## config.mk

```make
export PLATFORM = sky130hd
export DESIGN_NAME = ptw_top
export DESIGN_NICKNAME = d
export VERILOG_FILES = /design/src/rtl/ptw_pkg.sv /design/src/rtl/ptw_addr_gen.sv /design/src/rtl/ptw_entry_upd.sv /design/src/rtl/ptw_top.sv
export SDC_FILE = /design/constraint.sdc
export NUM_CORES = 1
export LEC_CHECK = 0
export BUFFER_PORTS_ARGS = -buffer_cell sky130_fd_sc_hd__buf_4
export CORE_ASPECT_RATIO = 1.2
export CORE_MARGIN = 4
export CORE_UTILIZATION = 42
export CTS_CLUSTER_DIAMETER = 80
export CTS_CLUSTER_SIZE = 25
export DETAILED_ROUTE_END_ITERATION = 8
export PLACE_DENSITY = 0.8
export SYNTH_ARGS = -nofsm -noshare
export SYNTH_HDL_FRONTEND = slang
export SYNTH_HIERARCHICAL = 1
export SYNTH_SLANG_ARGS = --single-unit
```

## constraint.sdc

```tcl
create_clock -name clk -period 2.2 [get_ports clk]
set_input_delay 0.66 -clock clk [delete_from_list [all_inputs] [get_ports clk]]
set_output_delay 0.66 -clock clk [all_outputs]
set_load 0.03 [all_outputs]
```

## src/rtl/ptw_pkg.sv

```systemverilog
package ptw_pkg;

    typedef enum logic [2:0] {
        ST_IDLE,
        ST_FETCH,
        ST_EVAL,
        ST_STORE,
        ST_REPLY
    } ptw_state_t;

    localparam int PRES_BIT  = 0;
    localparam int REF_BIT   = 1;
    localparam int MOD_BIT   = 2;
    localparam int FRAME_LSB = 3;

endpackage

```

## src/rtl/ptw_addr_gen.sv

```systemverilog
module ptw_addr_gen #(
    parameter int PA_W        = 20,
    parameter int VPN_W       = 4,
    parameter int ENTRY_SHIFT = 2
) (
    input  logic [PA_W-1:0]  base,
    input  logic [VPN_W-1:0] vpn,
    output logic [PA_W-1:0]  entry_addr
);
    logic [PA_W-1:0] scaled;

    always_comb begin
        scaled     = PA_W'(vpn) << ENTRY_SHIFT;
        entry_addr = base + scaled;
    end
endmodule

```

## src/rtl/ptw_entry_upd.sv

```systemverilog
module ptw_entry_upd
    import ptw_pkg::*;
#(
    parameter int DATA_W = 32,
    parameter int PFN_W  = 8,
    parameter int OFS_W  = 12
) (
    input  logic [DATA_W-1:0]      entry,
    input  logic                   is_write,
    input  logic [OFS_W-1:0]       offset,
    output logic                   present,
    output logic [PFN_W+OFS_W-1:0] phys,
    output logic [DATA_W-1:0]      new_entry,
    output logic                   need_store
);
    logic [PFN_W-1:0]  frame;
    logic [DATA_W-1:0] set_mask;

    always_comb begin
        present  = entry[PRES_BIT];
        frame    = entry[FRAME_LSB +: PFN_W];
        phys     = {frame, offset};
        set_mask = '0;
        set_mask[REF_BIT] = 1'b1;
        set_mask[MOD_BIT] = is_write;
        new_entry  = entry | set_mask;
        need_store = present && (new_entry != entry);
    end
endmodule

```

## src/rtl/ptw_top.sv

```systemverilog
module ptw_top
    import ptw_pkg::*;
#(
    parameter int VA_W        = 16,
    parameter int PA_W        = 20,
    parameter int PAGE_BYTES  = 4096,
    parameter int DATA_W      = 32,
    parameter int ENTRY_BYTES = 4
) (
    input  logic              clk,
    input  logic              rst_n,
    input  logic [PA_W-1:0]   ptbase,
    input  logic              req_valid,
    input  logic [VA_W-1:0]   req_va,
    input  logic              req_write,
    output logic              req_ready,
    output logic              rsp_valid,
    output logic              rsp_fault,
    output logic [PA_W-1:0]   rsp_pa,
    output logic              mem_valid,
    output logic              mem_write,
    output logic [PA_W-1:0]   mem_addr,
    output logic [DATA_W-1:0] mem_wdata,
    input  logic              mem_ready,
    input  logic [DATA_W-1:0] mem_rdata
);
    localparam int OFS_W       = $clog2(PAGE_BYTES);
    localparam int VPN_W       = VA_W - OFS_W;
    localparam int PFN_W       = PA_W - OFS_W;
    localparam int ENTRY_SHIFT = $clog2(ENTRY_BYTES);

    ptw_state_t        state, state_nx;
    logic [OFS_W-1:0]  ofs_q;
    logic              wr_q;
    logic [PA_W-1:0]   addr_q;
    logic [DATA_W-1:0] pte_q;
    logic              fault_q;
    logic [PA_W-1:0]   pa_q;

    logic [PA_W-1:0]   entry_addr;
    logic              present;
    logic [PA_W-1:0]   phys;
    logic [DATA_W-1:0] new_entry;
    logic              need_store;

    ptw_addr_gen #(
        .PA_W        (PA_W),
        .VPN_W       (VPN_W),
        .ENTRY_SHIFT (ENTRY_SHIFT)
    ) u_addr (
        .base       (ptbase),
        .vpn        (req_va[VA_W-1:OFS_W]),
        .entry_addr (entry_addr)
    );

    ptw_entry_upd #(
        .DATA_W (DATA_W),
        .PFN_W  (PFN_W),
        .OFS_W  (OFS_W)
    ) u_upd (
        .entry      (pte_q),
        .is_write   (wr_q),
        .offset     (ofs_q),
        .present    (present),
        .phys       (phys),
        .new_entry  (new_entry),
        .need_store (need_store)
    );

    // next-state logic
    always_comb begin
        state_nx = state;
        unique case (state)
            ST_IDLE:  if (req_valid) state_nx = ST_FETCH;
            ST_FETCH: if (mem_ready) state_nx = ST_EVAL;
            ST_EVAL:  state_nx = need_store ? ST_STORE : ST_REPLY;
            ST_STORE: if (mem_ready) state_nx = ST_REPLY;
            ST_REPLY: state_nx = ST_IDLE;
            default:  state_nx = ST_IDLE;
        endcase
    end

    // state register
    always_ff @(posedge clk) begin
        if (!rst_n) state <= ST_IDLE;
        else        state <= state_nx;
    end

    // walk data registers
    always_ff @(posedge clk) begin
        if (!rst_n) begin
            ofs_q   <= '0;
            wr_q    <= 1'b0;
            addr_q  <= '0;
            pte_q   <= '0;
            fault_q <= 1'b0;
            pa_q    <= '0;
        end else begin
            unique case (state)
                ST_IDLE: if (req_valid) begin
                    ofs_q  <= req_va[OFS_W-1:0];
                    wr_q   <= req_write;
                    addr_q <= entry_addr;
                end
                ST_FETCH: if (mem_ready) pte_q <= mem_rdata;
                ST_EVAL: begin
                    fault_q <= !present;
                    pa_q    <= present ? phys : '0;
                    pte_q   <= new_entry;
                end
                default: ;
            endcase
        end
    end

    // outputs decoded from state
    always_comb begin
        req_ready = 1'b0;
        mem_valid = 1'b0;
        mem_write = 1'b0;
        rsp_valid = 1'b0;
        unique case (state)
            ST_IDLE:  req_ready = 1'b1;
            ST_FETCH: mem_valid = 1'b1;
            ST_EVAL:  ;
            ST_STORE: begin
                mem_valid = 1'b1;
                mem_write = 1'b1;
            end
            ST_REPLY: rsp_valid = 1'b1;
            default:  ;
        endcase
        mem_addr  = addr_q;
        mem_wdata = pte_q;
        rsp_fault = fault_q;
        rsp_pa    = pa_q;
    end
endmodule

```

; Word level (Yosys, flattened, before mapping)
; Index checks and enable logic that the tools add are counted.
[word_totals]
reg_bits = 89
inputBits = 73
out_inout_bits = 77
elab_cells = 37
[classes]
add_sub_neg = 1
eq_ne = 8
n_mux = 12
bitwise_logic = 1
n_reduce_logical = 8
[op_table]
columns = operator, count
row1 = $pmux 32 s2, 1
row2 = $mux 32, 1
row3 = $ne 32x32->1, 1
row4 = $or 32x3->32, 1
row5 = $add 20x6->20, 1
row6 = $mux 20, 1
row7 = $mux 3, 4
row8 = $pmux 3 s4, 1
row9 = $eq 3x2->1 const B, 2
row10 = $ne 2x2->1 const B, 3
row11 = $mux 1, 4
row12 = $reduce_and 2->1, 2
row13 = $eq 3x1->1 const B, 1
row14 = $eq 3x3->1 const B, 1
row15 = $logic_not 3->1, 1
row16 = $reduce_and 3->1, 1
row17 = $reduce_bool 2->1, 1
row18 = $reduce_or 2->1, 1
row19 = $logic_and 1x1->1, 1
row20 = $logic_not 1->1, 1

; Longest topological paths before layout
[logic_depth]
word_depth = 5
mapped_depth = 9
mapped_depth_nobuf = 9

; By module
; Netlist, hierarchy kept.
[by_module_without_submodules]
columns = mod, n_inst, cells_each, area_each_um2, seq_area_each_um2
row1 = ptw_top, 1, 483, 3843.7, 1781.7
row2 = ptw_addr_gen, 1, 60, 459.2, 0.0
row3 = ptw_entry_upd, 1, 56, 414.1, 0.0

; Least setup slack after synthesis
; Ideal clock, no wire load.
[synth_timing]
path_kind = in2reg
startpoint = in ptbase[2]
endpoint = reg addr_q[16] (netlist: mem_addr[16])
setup_time_ns = 0.128
arrival_time_ns = 2.079
required_ns = 2.072
path_slack_ns = -0.007
stages = 9
path_buffers = 0
path_cell_list = ha_1 inv_1 fa_1 nand2b_2 a211oi_4 nand2_1 xnor2_1 nand3_1 o21ai_0
[synth_via]
elab_chain_len = 1
[synth_rtl]
columns = item, line
row1 = start: declaration, ptw_top.sv:12  ; input logic [PA_W-1:0] ptbase,
row2 = $add 20x6->20, ptw_addr_gen.sv:14  ; entry_addr = base + scaled;
row3 = net entry_addr[16], ptw_top.sv:40  ; logic [PA_W-1:0] entry_addr;
row4 = end signal: assignment, ptw_top.sv:103  ; addr_q <= entry_addr;
row5 = end: declaration, ptw_top.sv:35  ; logic [PA_W-1:0] addr_q;
; The timed path passes the listed nets, and every way through them passes these cells.
; A chain may end at the register's enable or synchronous reset.

; Worst setup path after layout
[layout_timing]
startpoint = in ptbase[2]
endpoint = reg addr_q[14] (netlist: mem_addr[14])
; Same word-level chain as after synthesis.

==> results.toml <==
[outcome]
status = "complete, no violations"

[floorplanning]
core-area_um2 = 11040
die_w_um = 104.7
row_count = 42
io_pins = 150
fp.dieH_um = 124.1
dieArea_um2 = 13000
start_util = 0.4274

[placement]
gp_congestion = 0.8040
portBuffers = 149
pre_cts_ws_ns = -0.2224
place_inst = 788
dpl_cell_area_um2 = 5514
hpwl_mm = 8.287

[detailed_routing]
wl_per_cell_um = 14.84
dr.pass1.iters = 5
routed_via_density = 5.425
drt_iter0_drc = 233
dr_total_vias = 4362
routed_wl_mm = 11.93
drc = 0
ant_nets = 0

[cts]
root_buffer = "clkbuf_16"
hold_buffers = 0
clk_latency_ns = 0.33
cts_resized = 0
tritoncts = "done"
clkTransAtPathRegs_ns = 0.07
h-tree-depth = 3
cts_buffers = 9
cts_sinks = 89
clock_path_buffers = 2
cts_setup_buffers = 0

[timing]
setup-tns-final_ns = 0
max-slew-margin-rel = 0.5226
finalHoldViolations = 0
tightest_slew_ns = 0.7161
finalSetupViolCount = 0
slew_viol_final = 0
postLayoutSetupSlackWorst_ns = 0.1221
rsz0062_at_grt = "false"
fin_crit_ns = 2.078
finalCritPeriodShare = 0.9445
skew_ns = 0.005275
fmax_mhz = 481.3

[logic_synthesis]
synthCells = 599
synth_edf_count = 0
synth_cell_types = 44
async_reset_ff_frac = 0
syn_area_per_cell_um2 = 7.875
yosysSeqAreaShare = 0.3777
synth-seq-cells = 89
synth_area_um2 = 4717
postSynth.topFlopCell = "dfxtp_1"
ys_warn_count = 6
synth_nets = 677

[finish]
drive_gt1_frac = 0.2813
utilization = 0.5278
num_antenna_cells = 0
multi_input_area_um2 = 2306
final_cell_count_no_fill = 804
register_area_um2 = 1783
final_area_um2 = 5824
syn_to_final_growth_pct = 23.47
final_nets = 745
fillCellCount = 1047

[worst_setup_path]
cp_slowest_cell = "fa_1"
crit_type = "in2reg"
rr_worst_depth = 4
slowest_delay_ns = 0.41
r2r-start = "state[0]"
crit_fanout = 5
cp_cell_sequence = "buf_4 > ha_1 > inv_1 > fa_1 > nand2b_4 > a211oi_4 > nand2_1 > xnor2_1 > nand3_1 > o21ai_0"
crit_required_ns = 2.40
arrival_ns = 2.28
cp-endpoint = "mem_addr[14]"
r2r-end = "mem_wdata[16]"
startpoint = "ptbase[2]"
endpoint_kind = "flip-flop"
start_kind = "input port"
r2r_setup_slack_ns = 0.38

[power_and_ir_drop]
p_leak_nw = 2.450
power-per-cell-area_nw_per_um2 = 752.0
ir_drop_uv = 415.1

[global_route]
antenna_found_initial = 0
overflow = 0
grt_pass1_vias = 4033
grt_max_degree = 67
grt_usage = 0.1779
grt_pass1_wl_mm = 19.24

[run]
maxCapViolations = 0

[hold_path]
hold_class = "reg2reg"
==> cells in the mapped netlist (7+ instances only) <==
master     n  area (um2)
nor3_1    66       330.3
clkbuf_1  29       108.9
nor4_1    32       200.2
buf_4     56       420.4
nand3_1   58       290.3
nor2b_1   34       212.7
a21boi_1  21       157.7
buf_2     19       95.09
dfxtp_1   89        1782
xnor2_1   12       105.1
o21ai_0   66       330.3
inv_1      7       26.28
nand2_1   61       229.0
==> where the power goes <==
part,switching [mW],internal (mW),total (mW)
Sequential,0.115,1.73,1.85
Clock,0.695,0.905,1.60
Combinational,0.542,0.392,0.934
Total,1.35,3.03,4.38
==> per-layer routing <==
metal / GRT usage / part of all wire
met5: 0 / 0
met4: 0.04840 / 0.0046
met3: 0.05962 / 0.077
met2: 0.3002 / 0.48
met1: 0.2184 / 0.44
==> worst max-delay path, delay by kind of cell <==
family | cells | cell delay, ns
adders and majority gates | 2 | 0.56
AOI/OAI and AO/OA | 2 | 0.43
buffers and inverters | 2 | 0.13
and+or+nand+nor | 3 | 0.37
xor gates and xnor gates | 1 | 0.14
==> worst min-delay path by stage <==
stage	startpoint	end	slack, ns	cells past startpoint
floorplan	ofs_q[0]	ofs_q[0]	0.44	2
global placement	rsp_pa[3]	rsp_pa[3]	0.44	2
detailed placement	rsp_pa[7]	rsp_pa[7]	0.44	2
CTS	rsp_pa[11]	rsp_pa[11]	0.45	2
global route	rsp_pa[10]	rsp_pa[10]	0.48	2
finish	rsp_pa[11]	rsp_pa[11]	0.45	2
==> registers in the layout, indices dropped and copies added, names as in the netlist <==
name,count
rsp_pa,20
mem_addr,20
wr_q,1
state,3
ofs_q,12
rsp_fault,1
mem_wdata,32
==> cell type report <==
type	count	area share
Multi-Input combinational cell	399	0.3959
Sequential cell	89	0.3061
Timing Repair Buffer	161	0.2118
Clock buffer	9	0.03867
Tap cell	132	0.02836
Clock inverter	7	0.01461
Inverter	7	0.004511
==> logic make-up (layout without fill, tap and decap cells) <==
kind of cell	count (synthesis)	in the layout	share of synthesized area
AND/OR/NAND/NOR	279	279	0.3143
buffers and inverters	111	184	0.1379
AO/OA/AOI/OAI	99	99	0.1265
flip-flops	89	89	0.3777
XOR/XNOR	15	15	0.02785
adder cells (fa/ha/maj)	5	5	0.01485
other	1	1	0.0007950
==> metrics by stage <==
| step | power, mW | hold WS (ns) |
|---|---|---|
| 5_1_grt | 4.598 | 0.4761 |
| 2_1_floorplan | 2.563 | 0.4364 |
| 3_3_place_gp | 2.785 | 0.4392 |
| 4_1_cts | 4.425 | 0.4529 |
| 3_5_place_dp | 2.819 | 0.4439 |
| 6_report | 4.380 | 0.4484 |
==> layout by cell type (no fill, tap or decap), types with 2 or more instances in the layout <==
master	instances
a21boi_1	21
a21oi_1	4
and3_1	3
and3b_1	2
buf_12	2
buf_4	159
clkbuf_16	9
clkinvlp_4	2
dfxtp_1	88
ha_1	4
inv_1	7
inv_6	2
inv_8	2
nand2_1	61
nand2b_1	4
nand3_1	58
nand3_2	2
nand4_1	3
nor2_1	2
nor2b_1	33
nor3_1	66
nor3b_2	2
nor4_1	32
o21ai_0	66
xnor2_1	12
xor2_1	3
Note: power is estimated with default switching activity, not from simulation.
